==> src/rtl/abrk_pkg.sv <==
package abrk_pkg;

    typedef struct packed {
        logic       flag;
        logic       dma_sel;
        logic [2:0] mask;
        logic [1:0] cond;
        logic       en;
    } ctrl_t;

    localparam logic [1:0] COND_NONE  = 2'b00;
    localparam logic [1:0] COND_READ  = 2'b01;
    localparam logic [1:0] COND_WRITE = 2'b10;

    function automatic int ign_bits(input logic [2:0] code);
        case (code)
            3'd0:    return 0;
            3'd1:    return 1;
            3'd2:    return 2;
            3'd3:    return 4;
            3'd4:    return 8;
            3'd5:    return 12;
            3'd6:    return 16;
            default: return 24;
        endcase
    endfunction

endpackage

==> src/rtl/abrk_chan.sv <==
module abrk_chan
    import abrk_pkg::*;
#(
    parameter int ADDR_W = 24
) (
    input  logic              clk,
    input  logic              rst_n,
    input  logic              wr_addr,
    input  logic              wr_ctrl,
    input  logic              rd_ctrl,
    input  logic [ADDR_W-1:0] wdata,
    input  logic              bus_valid,
    input  logic [ADDR_W-1:0] bus_addr,
    input  logic              bus_write,
    input  logic              bus_master,
    input  logic              insn_done,
    output logic [ADDR_W-1:0] addr_o,
    output ctrl_t             ctrl_o,
    output logic              req_o
);

    typedef struct packed {
        logic [ADDR_W-1:0] addr;
        ctrl_t             ctrl;
        logic              pend;
        logic              armed;
    } chan_st_t;

    chan_st_t s_d, s_q;

    logic [ADDR_W-1:0] care;
    logic              type_ok;
    logic              hit_now;
    logic              live;
    logic              release_ok;
    logic              clr;

    always_comb begin
        int n;
        n = ign_bits(s_q.ctrl.mask);
        for (int i = 0; i < ADDR_W; i++) begin
            care[i] = (i >= n);
        end

        case (s_q.ctrl.cond)
            COND_NONE:  type_ok = 1'b0;
            COND_READ:  type_ok = !bus_write;
            COND_WRITE: type_ok = bus_write;
            default:    type_ok = 1'b1;
        endcase

        hit_now = bus_valid && (bus_master == s_q.ctrl.dma_sel) && type_ok
                  && (((bus_addr ^ s_q.addr) & care) == '0);
        live       = s_q.pend || hit_now;
        release_ok = s_q.ctrl.dma_sel ? !bus_master : insn_done;
        clr        = wr_ctrl && !wdata[7] && s_q.armed && s_q.ctrl.flag;

        s_d = s_q;
        if (wr_addr) begin
            s_d.addr = wdata;
        end
        if (wr_ctrl) begin
            s_d.ctrl.en      = wdata[0];
            s_d.ctrl.cond    = wdata[2:1];
            s_d.ctrl.mask    = wdata[5:3];
            s_d.ctrl.dma_sel = wdata[6];
        end
        if (rd_ctrl && s_q.ctrl.flag) begin
            s_d.armed = 1'b1;
        end
        if (clr) begin
            s_d.ctrl.flag = 1'b0;
            s_d.armed     = 1'b0;
        end
        if (live && release_ok) begin
            s_d.ctrl.flag = 1'b1;
            s_d.pend      = 1'b0;
        end else if (hit_now) begin
            s_d.pend = 1'b1;
        end
    end

    always_ff @(posedge clk) begin
        if (!rst_n) begin
            s_q <= '0;
        end else begin
            s_q <= s_d;
        end
    end

    assign addr_o = s_q.addr;
    assign ctrl_o = s_q.ctrl;
    assign req_o  = s_q.ctrl.flag && s_q.ctrl.en;

endmodule

==> src/rtl/abrk_irq.sv <==
module abrk_irq #(
    parameter int NCH = 2
) (
    input  logic           clk,
    input  logic           rst_n,
    input  logic [NCH-1:0] req,
    input  logic           bus_master,
    output logic           irq_o
);

    logic irq_d, irq_q;

    always_comb begin
        irq_d = (|req) && !bus_master;
    end

    always_ff @(posedge clk) begin
        if (!rst_n) begin
            irq_q <= 1'b0;
        end else begin
            irq_q <= irq_d;
        end
    end

    assign irq_o = irq_q;

endmodule

==> src/rtl/abrk_ctrl.sv <==
module abrk_ctrl
    import abrk_pkg::*;
#(
    parameter int ADDR_W = 24,
    parameter int NCH    = 2,
    parameter int CH_W   = (NCH > 1) ? $clog2(NCH) : 1,
    parameter int RA_W   = CH_W + 1
) (
    input  logic              clk,
    input  logic              rst_n,
    input  logic              bus_valid,
    input  logic [ADDR_W-1:0] bus_addr,
    input  logic              bus_write,
    input  logic              bus_master,
    input  logic              insn_done,
    input  logic              reg_wr,
    input  logic              reg_rd,
    input  logic [RA_W-1:0]   reg_addr,
    input  logic [ADDR_W-1:0] reg_wdata,
    output logic [ADDR_W-1:0] reg_rdata,
    output logic              irq_o
);

    logic [ADDR_W-1:0] ch_addr [NCH];
    ctrl_t             ch_ctrl [NCH];
    logic [NCH-1:0]    ch_req;
    logic [NCH-1:0]    flag_vec;
    logic [NCH-1:0]    en_vec;

    for (genvar g = 0; g < NCH; g++) begin : g_ch
        logic sel;
        assign sel = (reg_addr[RA_W-1:1] == CH_W'(g));

        abrk_chan #(.ADDR_W(ADDR_W)) u_chan (
            .clk        (clk),
            .rst_n      (rst_n),
            .wr_addr    (reg_wr && sel && !reg_addr[0]),
            .wr_ctrl    (reg_wr && sel && reg_addr[0]),
            .rd_ctrl    (reg_rd && sel && reg_addr[0]),
            .wdata      (reg_wdata),
            .bus_valid  (bus_valid),
            .bus_addr   (bus_addr),
            .bus_write  (bus_write),
            .bus_master (bus_master),
            .insn_done  (insn_done),
            .addr_o     (ch_addr[g]),
            .ctrl_o     (ch_ctrl[g]),
            .req_o      (ch_req[g])
        );

        assign flag_vec[g] = ch_ctrl[g].flag;
        assign en_vec[g]   = ch_ctrl[g].en;
    end

    always_comb begin
        reg_rdata = '0;
        for (int i = 0; i < NCH; i++) begin
            if (reg_addr[RA_W-1:1] == CH_W'(i)) begin
                reg_rdata = reg_addr[0] ? {{(ADDR_W-8){1'b0}}, ch_ctrl[i]}
                                        : ch_addr[i];
            end
        end
    end

    abrk_irq #(.NCH(NCH)) u_irq (
        .clk        (clk),
        .rst_n      (rst_n),
        .req        (ch_req),
        .bus_master (bus_master),
        .irq_o      (irq_o)
    );

endmodule

==> config.mk <==
export PLATFORM = sky130hd
export DESIGN_NAME = abrk_ctrl
export DESIGN_NICKNAME = d
export VERILOG_FILES = /design/src/rtl/abrk_pkg.sv /design/src/rtl/abrk_chan.sv /design/src/rtl/abrk_irq.sv /design/src/rtl/abrk_ctrl.sv
export SDC_FILE = /design/constraint.sdc
export NUM_CORES = 1
export LEC_CHECK = 0
export ABC_AREA = 1
export BUFFER_PORTS_ARGS = -buffer_cell sky130_fd_sc_hd__buf_2
export CAP_MARGIN = 25
export CORE_MARGIN = 2
export CORE_UTILIZATION = 50
export CTS_CLUSTER_SIZE = 12
export DETAILED_ROUTE_END_ITERATION = 10
export PLACE_DENSITY = 0.74
export SYNTH_ARGS = -nofsm -noshare
export SYNTH_HDL_FRONTEND = slang
export SYNTH_SLANG_ARGS = --single-unit
export TNS_END_PERCENT = 1
==> constraint.sdc <==
create_clock -name clk -period 1.8 [get_ports clk]
set_clock_uncertainty 0.1 [all_clocks]
set_input_delay 0.27 -clock clk [delete_from_list [all_inputs] [get_ports clk]]
set_output_delay 0.27 -clock clk [all_outputs]
set_load 0.1 [all_outputs]
==> results of run 1 <==
==> timing repair <==
action / CTS / global route
hold buffers: 0 / 0
pin swaps: 0 / 1
endpoints found under the setup margin: 2 / 3
resized for setup: 4 / 6
setup buffers: 0 / 4
==> state kept, by name (all words and copies together), names as in the netlist <==
signal and count:
g_ch.u_chan.ctrl_o 16, g_ch.u_chan.addr_o 48, u_irq.irq_o 1, g_ch.u_chan.s_q 4
==> through the flow <==
stage	power, mW	std cells	utilization (%)
floorplan	2.358	581	-
global placement	2.717	746	67.60
detailed placement	2.740	746	67.60
CTS	3.982	761	70.33
global route	4.155	765	70.90
finish	3.982	765	70.90
==> area by class of cell <==
class                      count  share of cell area [%]
clock inverter                 1                  0.5839
multi-input combinational    415                   43.16
sequential                    69                   27.03
clock buffer                  14                   3.163
inverter                      69                   5.109
tap                           99                   2.409
timing repair buffer          98                   18.54
==> report_power, final <==
group / internal, mW / leakage [nW] / switching [mW]
Clock: 0.711 / 0.0968 / 0.547
Combinational: 0.391 / 1.55 / 0.676
Sequential: 1.60 / 0.565 / 0.0596
==> how the worst max path moves through the flow <==
stage                                                      from           end  slack (ns)  depth (start not counted)
after floorplan                                     reg_addr[0]  reg_rdata[3]       -0.23                          5
after global placement                              reg_addr[1]  reg_rdata[3]        0.20                          7
after detailed placement                            reg_addr[1]  reg_rdata[4]        0.17                          7
after CTS                 g_ch[0].u_chan.ctrl_o[5]$_SDFFE_PN0P_  reg_rdata[5]       0.005                          5
after global routing      g_ch[0].u_chan.ctrl_o[4]$_SDFFE_PN0P_  reg_rdata[4]       -0.03                          5
final                     g_ch[0].u_chan.ctrl_o[4]$_SDFFE_PN0P_  reg_rdata[4]        0.04                          5
==> cells by family (layout without fill, tap and decap cells) <==
kind of cell / after synthesis / in the layout / share of synthesized area [%]
flops: 69 / 69 / 36.78
buf+inv: 97 / 182 / 10.33
simple gates: 208 / 208 / 21.92
compound gates: 177 / 177 / 23.98
xor+xnor: 30 / 30 / 6.996
==> placed cells by master, fill, tap and decap left out, drive strengths merged, types with 2 or more instances in the layout <==
cell type,instances
clkbuf,14
xor2,9
buf,98
nor2,60
nand3,14
inv,68
o21ai,92
a21oi,78
nand4,5
nor3,2
nand2,127
xnor2,21
dfxtp,69
o22ai,4
==> worst reg2reg max path, cell delays in order (launching register included) <==
cell and delay [ns]:
dfxtp_4 0.37, buf_4 0.10, nand2_2 0.07, nand3_1 0.09, nand2_1 0.05, nor2_1 0.15, nand2_1 0.06, nor2_1 0.12
nand3_1 0.13, nand2_1 0.09, nand2_1 0.07, nand2_1 0.06
==> layer usage <==
layer / up-vias / part of all wire [%] / global-route usage [%]
met5: - / 0 / 0
li1: 2034 / - / -
met1: 1907 / 41 / 33.94
met4: 0 / 2.3 / 11.54
met2: 167 / 50 / 44.40
met3: 30 / 7.4 / 4.174
==> impl_metrics.toml, run 1 <==
[grt]
grt_antenna_before_repair = 0
grt_max_degree = 49
grt_usage_pct = 26.58
grt_overflow = 0
grt_pass1_wl_mm = 17.73
first_global_vias = 3733

[critical_path]
reg2reg_to = "g_ch[0].u_chan.ctrl_o[7]$_SDFFE_PN0P_"
critPathArrivalTime_ns = 1.39
regToRegSetupSlack_ns = 0.29
worst-path-buf-inv = 2
critPathMaxFanout = 7
cp.required_ns = 1.43
timing.rr.start = "g_ch[0].u_chan.ctrl_o[5]$_SDFFE_PN0P_"
slowest_stage = "dfxtp_4"
rr_worst_depth = 11
start_kind = "register"
critPathMaxStageDelay_ns = 0.39
crit_family = "flip-flops"
critical_path_class = "register to output pin"
path_cells = "inv_1 -> o21ai_1 -> a21oi_1 -> a21oi_4 -> buf_12"
endpoint_kind = "output pin"

[placement]
dp.final_hpwl_mm = 7.703
place_area_um2 = 4903
place_ws_ns = 0.1692
numPortBuffers = 82
gp_congestion = 0.8855

[synthesis]
synthArstFlopShare_pct = 0
synth_fp_nets = 639
yosys.area.top_type = "dfxtp_1"
yosysSeqAreaShare_pct = 36.78
ys_ff_latch = 69
synth_cell_type_count = 25
synthFlopType = "dfxtp_1"
yosysMostFrequentCell = "nand2_1"
synth_common_cells = "nand2_1, o21ai_0, a21oi_1, dfxtp_1, inv_1"
syn_area_um2 = 3756
synth.area.top_cells = "dfxtp_1, nand2_1, o21ai_0, a21oi_1, inv_1"
synthCells = 581
synth-warning-count = 0
synth.top_cell.area_share_pct = 36.78
syn_area_per_cell_um2 = 6.465
synth_edf_count = 0

[clock_tree]
numCtsBuffers = 9
cts.sinks = 69
cts_tree = "yes"
cts_max_path_buffers = 2
root_buffer = "clkbuf_8"
clock_latency_ns = 0.34
cts_max_level = 3
clk_pin_slew_worst_paths_ns = 0.07

[sta]
finalWorstSetupSlack_ns = 0.04040
period_minus_slack_ns = 1.760
fmax_ghz = 0.5683
finalMaxSlewViolations = 0
tightest_slew_ns = 0.4833
relSlewSlack_pct = 68.00
fin_setup_tns_ns = 0
finalSetupViolCount = 0
hold_violations = 0
min_period_over_period_pct = 97.76
hold_ws_ns = 0.06344

[worst_hold_path]
min_to = "g_ch[1].u_chan.addr_o[8]$_SDFFE_PN0P_"
min_from = "reg_wdata[8]"
min_path_cells = 3
hold_path.class = "input pin to register"

[finish]
post-route-cell-area_um2 = 5142
layout-area-overhead-vs-synth_pct = 36.91
drive_above_1_share_pct = 21.62
n_antenna_cell = 0
multi_input_area_um2 = 2220
nets = 720
regArea_um2 = 1390
fillers = 631

[floorplanning]
dieWidth_um = 90.67
core_um2 = 7253
rows = 31
num_io_pins = 83
die_area_um2 = 8221
start_util_pct = 51.79
die_y_um = 90.67

[power]
power_leakage_nw = 2.215
ir_worst_vdd_uv = 427.5
powerDensity_nw_per_um2 = 774.4

[run_status]
status = "complete, no violations"

[route]
drt-total-wl_mm = 10.81
drc = 0
wl_per_cell_um = 14.13
drt-initial-drc-count = 203
firstDrtPassIters = 5
routed_via_density = 5.409
final_antenna_net_count = 0
via_count = 4138

[run]
cap_viol_max_count = 0
Power figures use the tool's default switching activity.
==> run 2: changes to the inputs <==
--- a/config.mk
+++ b/config.mk
@@ -5,15 +5,16 @@
 export SDC_FILE = /design/constraint.sdc
 export NUM_CORES = 1
 export LEC_CHECK = 0
-export ABC_AREA = 1
+export ABC_AREA = 0
 export BUFFER_PORTS_ARGS = -buffer_cell sky130_fd_sc_hd__buf_2
 export CAP_MARGIN = 25
 export CORE_MARGIN = 2
 export CORE_UTILIZATION = 50
 export CTS_CLUSTER_SIZE = 12
 export DETAILED_ROUTE_END_ITERATION = 10
-export PLACE_DENSITY = 0.74
+export PLACE_DENSITY = 0.73
 export SYNTH_ARGS = -nofsm -noshare
 export SYNTH_HDL_FRONTEND = slang
+export SYNTH_HIERARCHICAL = 1
 export SYNTH_SLANG_ARGS = --single-unit
 export TNS_END_PERCENT = 1
==> run 2 against run 1 <==
The run now ends with setup timing left. First-iteration DRC count decreased by 28%. Sequential power decreased by 2%. Synthesized cell count decreased by 25%. Routed wire length decreased by 9.3%. Hold slack improved by 0.026 ns. Sequential cell count unchanged. Global-route usage decreased by 4.5 points. Design area decreased by 0.88%. Largest power group unchanged.
==> impl_metrics.toml, run 2 <==
[clock_tree]
postCtsHoldBufs = 0
clock_latency_ns = 0.33
cts.sinks = 69
cts_max_path_buffers = 2
cts_tree = "yes"
clk_pin_slew_worst_paths_ns = 0.07
root_buffer = "clkbuf_8"
numCtsBuffers = 9
cts_max_level = 3

[route]
drc = 0
drt-total-wl_mm = 9.804
firstDrtPassIters = 4
routed_via_density = 5.179
via_count = 3066
drt-initial-drc-count = 147
final_antenna_net_count = 0
wl_per_cell_um = 16.56

[finish]
drive_above_1_share_pct = 33.68
utilization_pct = 61.73
largest_reg_flops = 48
nets = 540
mostFrequentLayoutCells = "mux2i_1, dfxtp_1, nor2b_1"
final_common_cell = "mux2i_1"
multi_input_area_um2 = 2341
fillers = 693
n_antenna_cell = 0
layout-area-overhead-vs-synth_pct = 19.02
regArea_um2 = 1388

[sta]
relSlewSlack_pct = 69.73
finalMaxSlewViolations = 0
hold_violations = 0
min_period_over_period_pct = 107.7
tightest_slew_ns = 0.4415
fmax_ghz = 0.5158
finalWorstSetupSlack_ns = -0.1387
rsz0062_at_grt = "true"
fin_setup_tns_ns = -0.4912
period_minus_slack_ns = 1.939
hold_ws_ns = 0.08955
finalSetupViolCount = 7

[placement]
dp.final_hpwl_mm = 7.113
gp_congestion = 0.8623
numPortBuffers = 82

[synthesis]
synth_common_cells = "mux2i_1, dfxtp_1, buf_4, nor2b_1, xor2_1"
yosysMostFrequentCell = "mux2i_1"
synth.area.top_cells = "dfxtp_1, mux2i_1, buf_4, xor2_1, nor2b_1"
synthArstFlopShare_pct = 0
syn_area_um2 = 4283
yosysSeqAreaShare_pct = 32.25
synth-warning-count = 6
synth_fp_nets = 491
yosys.area.top_type = "dfxtp_1"
ys_ff_latch = 69
synth_edf_count = 0
syn_area_per_cell_um2 = 9.891
synthFlopType = "dfxtp_1"
synth_cell_type_count = 36
synthCells = 433
synth.top_cell.area_share_pct = 32.25

[floorplanning]
rows = 33
start_util_pct = 51.86
die_area_um2 = 9322
dieWidth_um = 96.55
die_y_um = 96.55
core_um2 = 8258
num_io_pins = 83

[power]
power_leakage_nw = 2.171
ir_worst_vdd_uv = 319.0
powerDensity_nw_per_um2 = 672.0

[worst_hold_path]
hold_path.class = "input pin to register"

[grt]
grt_usage_pct = 22.12
first_global_vias = 3140
grt_overflow = 0
grt_max_degree = 36
grt_pass1_wl_mm = 15.50
grt_antenna_before_repair = 0

[critical_path]
cp.required_ns = 1.96
critical_path_class = "register to register"
start_kind = "register"
critPathArrivalTime_ns = 2.09
endpoint_kind = "register"
critPathMaxFanout = 2

[run]
cap_viol_max_count = 0

[run_status]
violations = "setup timing"
status = "finished with violations"
-- run 2: cell types whose count changed after synthesis, sizes merged, moves of 8 or more --
cell / change
mux2i: +80
nor4: +8
xor2: +37
xnor2: -17
buf: +58
nand3: -14
nand2: -119
nor2b: +62
inv: -63
mux4: +8
nor2: -41
a21oi: -76
o21ai: -88
-- run 2: worst max-delay path: stages (launching register included) --
cell     delay [ns]
dfxtp_2        0.34
xor2_1         0.14
nor4_1         0.31
buf_4          0.17
a41oi_2        0.10
or4_4          0.55
a21oi_2        0.17
-- run 2: where the power goes --
group	switching, mW	internal, mW
Sequential	0.0421	1.57
Combinational	0.372	0.297
Clock	0.566	0.575
Total	0.979	2.45
-- run 2: final timing paths --
kind                                                            start                                  to  slack (ns)  cells after the start
worst max-delay path            g_ch[0].u_chan/addr_o[5]$_SDFFE_PN0P_  g_ch[0].u_chan/s_q[1]$_SDFFE_PP0P_       -0.14                      6
worst min-delay path                                       bus_master              u_irq/irq_o$_SDFF_PN0_        0.09                      2
worst max register to register  g_ch[0].u_chan/addr_o[5]$_SDFFE_PN0P_  g_ch[0].u_chan/s_q[1]$_SDFFE_PP0P_       -0.14                      6
worst min register to register     g_ch[0].u_chan/s_q[1]$_SDFFE_PP0P_  g_ch[0].u_chan/s_q[1]$_SDFFE_PP0P_        0.40                      2
-- run 2: area by class of cell --
class,instances,share of cell area [%]
Multi-Input combinational cell,274,45.93
Sequential cell,69,27.22
Timing Repair Buffer,122,20.32
Clock buffer,13,3.117
Tap cell,105,2.577
Inverter,6,0.4418
Clock inverter,3,0.3927
-- run 2: stage by stage --
step                      cells  setup slack, ns  total power [mW]  area, um2
after floorplan             433          -0.4397             2.098       4285
after global placement      574          -0.1934             2.283       4821
after detailed placement    574          -0.2260             2.295       4821
after CTS                   592         -0.08996             3.441       5090
after global routing        592          -0.1991             3.553       5097
final                       592          -0.1387             3.426       5097
-- run 2: layer usage --
metal	part of all wire, %	GRT usage [%]	vias up	wire, um
met1	44	27.94	1470	4345
li1	-	-	1504	-
met5	0	0	-	0
met2	49	37.67	76	4760
met3	5.5	4.112	16	538
met4	1.6	8.099	0	159
-- run 2: timing repair --
action	in CTS	in global routing
resized for setup	22	3
setup buffers	2	0
pin swaps	10	1
endpoints found under the setup margin	12	11
-- run 2: logic make-up after synthesis --
logic type | count (synthesis) | share of synthesized area (%)
buffers and inverters | 90 | 13.94
and+or+nand+nor | 112 | 15.72
AOI/OAI and AO/OA | 22 | 4.266
xor gates and xnor gates | 50 | 10.22
muxes | 90 | 23.61
DFF | 69 | 32.25
==> run 3: changes to the inputs <==
--- a/config.mk
+++ b/config.mk
@@ -12,7 +12,7 @@
 export CORE_UTILIZATION = 50
 export CTS_CLUSTER_SIZE = 12
 export DETAILED_ROUTE_END_ITERATION = 10
-export PLACE_DENSITY = 0.73
+export PLACE_DENSITY = 0.76
 export SYNTH_ARGS = -nofsm -noshare
 export SYNTH_HDL_FRONTEND = slang
 export SYNTH_HIERARCHICAL = 1
==> constraint.sdc (replaced) <==
create_clock -name clk -period 1.6 [get_ports clk]
set_clock_uncertainty 0.1 [all_clocks]
set_input_delay 0.24 -clock clk [delete_from_list [all_inputs] [get_ports clk]]
set_output_delay 0.24 -clock clk [all_outputs]
set_load 0.1 [all_outputs]
==> run 3 against run 2 <==
The flow still finishes with violations (setup timing). Die area did not move. Setup slack got worse by 0.16 ns. Hold slack got worse by 0.028 ns. Critical path depth did not move. Critical endpoint is now g_ch[0].u_chan/ctrl_o[7]$_SDFFE_PN0P_. Maximum frequency rose by 2.3%. Final cell count rose by 3.9%. First-iteration DRC count fell by 4.8%. Design area rose by 7.0%. Count of clock-buffer cells in the layout fell by 1.
==> impl_metrics.toml, run 3 (synthesized netlist as in run 2, its figures left out) <==
[run_status]
status = "finished with violations"
violations = "setup timing"

[power]
seqPwrFrac_pct = 41.8
power_leakage_nw = 2.331
p_sw_mw = 1.131
clkPwrFrac_pct = 39.4
combPwrFrac_pct = 18.8
powerDensity_nw_per_um2 = 797.2
power.internal_mw = 3.219
ir_worst_vdd_uv = 586.9
swShare_pct = 26.01

[clock_tree]
root_buffer = "clkbuf_8"
cts_max_path_buffers = 2
cts_tree = "yes"
cts.sinks = 69
postCtsHoldBufs = 0
clk_pin_slew_worst_paths_ns = 0.07
numCtsBuffers = 9
cts_max_level = 3
clock_latency_ns = 0.34

[critical_path]
path_cells = "xor2_1 -> nor4_1 -> buf_4 -> a41oi_2 -> or4_4 -> o21ai_2"
crit_path_start = "g_ch[0].u_chan/addr_o[6]$_SDFFE_PN0P_"
endpoint_kind = "register"
critPathMaxStageDelay_ns = 0.57
timing.rr.start = "g_ch[0].u_chan/addr_o[6]$_SDFFE_PN0P_"
cp.required_ns = 1.78
slowest_stage = "or4_4"
critPathMaxFanout = 2
start_kind = "register"
critPathArrivalTime_ns = 2.07
critical_path_class = "register to register"

[floorplanning]
die_y_um = 96.55
dieWidth_um = 96.55
num_io_pins = 83
core_um2 = 8258
rows = 33
die_area_um2 = 9322
start_util_pct = 51.86

[grt]
grt_pass1_wl_mm = 15.89
grt_antenna_before_repair = 0
grt_overflow = 0
grt_usage_pct = 22.39
grt_max_degree = 62
first_global_vias = 3362

[worst_hold_path]
min_from = "bus_master"
hold_path.class = "input pin to register"

[finish]
finalNonFillerCells = 615
drive_above_1_share_pct = 42.16
layout-area-overhead-vs-synth_pct = 27.40
n_antenna_cell = 0
utilization_pct = 66.08
mostFrequentLayoutCells = "mux2i_1, nor2b_1, dfxtp_1, buf_4, buf_2"
largest_reg_flops = 48
final_common_cell = "mux2i_1"
nets = 563
regArea_um2 = 1395
fillers = 633
multi_input_area_um2 = 2452

[route]
firstDrtPassIters = 4
drt-initial-drc-count = 140
drt-total-wl_mm = 9.942
wl_per_cell_um = 16.17
drc = 0
routed_via_density = 5.197
via_count = 3196
final_antenna_net_count = 0

[sta]
finalSetupViolCount = 12
relSlewSlack_pct = 66.88
finalMaxSlewViolations = 0
hold_violations = 0
tightest_slew_ns = 0.4968
period_minus_slack_ns = 1.895
rsz0062_at_grt = "true"
finalWorstSetupSlack_ns = -0.2947
min_period_over_period_pct = 118.4
fmax_ghz = 0.5278

[placement]
dp.final_hpwl_mm = 7.356
numPortBuffers = 82
dp.cells = 598
gp_congestion = 0.7829

[run]
cap_viol_max_count = 0
[run 3: metal layers]
metal  up-vias  share of wire [%]  GRT usage [%]
li1       1553                  -              -
met1      1541                 43          27.04
met2        85                 50          39.24
met3        17                5.7          4.888
met4         0                1.5          7.864
met5         -                  0              0
[run 3: final cells by class]
| class | instances | share of cell area (%) |
|---|---|---|
| multi-input combinational | 274 | 44.94 |
| clock inverter | 4 | 1.743 |
| timing repair buffer | 145 | 22.27 |
| inverter | 6 | 0.4127 |
| tap | 105 | 2.408 |
| clock buffer | 12 | 2.660 |
| sequential | 69 | 25.57 |
[run 3: worst max-delay path, delay by kind of cell (launching register included)]
family	cells	cell delay, ns
AO/OA/AOI/OAI	2	0.22
flip-flops	1	0.32
AND/OR/NAND/NOR	2	0.87
XOR/XNOR	1	0.16
buffers and inverters	1	0.17
[run 3: timing repair]
action,4_1_cts,5_1_grt
setup endpoints to repair,13,22
resized for setup,31,11
buffers inserted,1,0
pin swaps,6,5
[run 3: path summary, 6_finish.rpt]
check	endpoint	slack, ns	cells after the start
setup reg to reg	g_ch[0].u_chan/ctrl_o[7]$_SDFFE_PN0P_	-0.29	6
hold / removal	u_irq/irq_o$_SDFF_PN0_	0.06	2
setup / recovery	g_ch[0].u_chan/ctrl_o[7]$_SDFFE_PN0P_	-0.29	6
hold reg to reg	g_ch[0].u_chan/s_q[1]$_SDFFE_PP0P_	0.38	2
[run 3: stage by stage]
stage	setup WS (ns)	setup TNS (ns)	hold slack [ns]	instance area (um2)	power (mW)
CTS	-0.2730	-2.814	0.04652	5423	4.367
global placement	-0.2945	-4.872	0.3640	5044	2.607
global route	-0.3549	-3.516	0.05897	5456	4.519
detailed placement	-0.3666	-6.353	0.3619	5044	2.625
finish	-0.2947	-2.805	0.06157	5456	4.350
floorplan	-0.1291	-5.037	0.2095	4335	2.370
[run 3: power groups by stage]
stage | Sequential (mW) | Combinational (mW) | Clock, mW
final | 1.82 | 0.817 | 1.71
after detailed placement | 1.86 | 0.770 | 0
after floorplan | 1.85 | 0.521 | 0
after global routing | 1.82 | 0.868 | 1.83
after global placement | 1.85 | 0.754 | 0
after CTS | 1.82 | 0.809 | 1.74
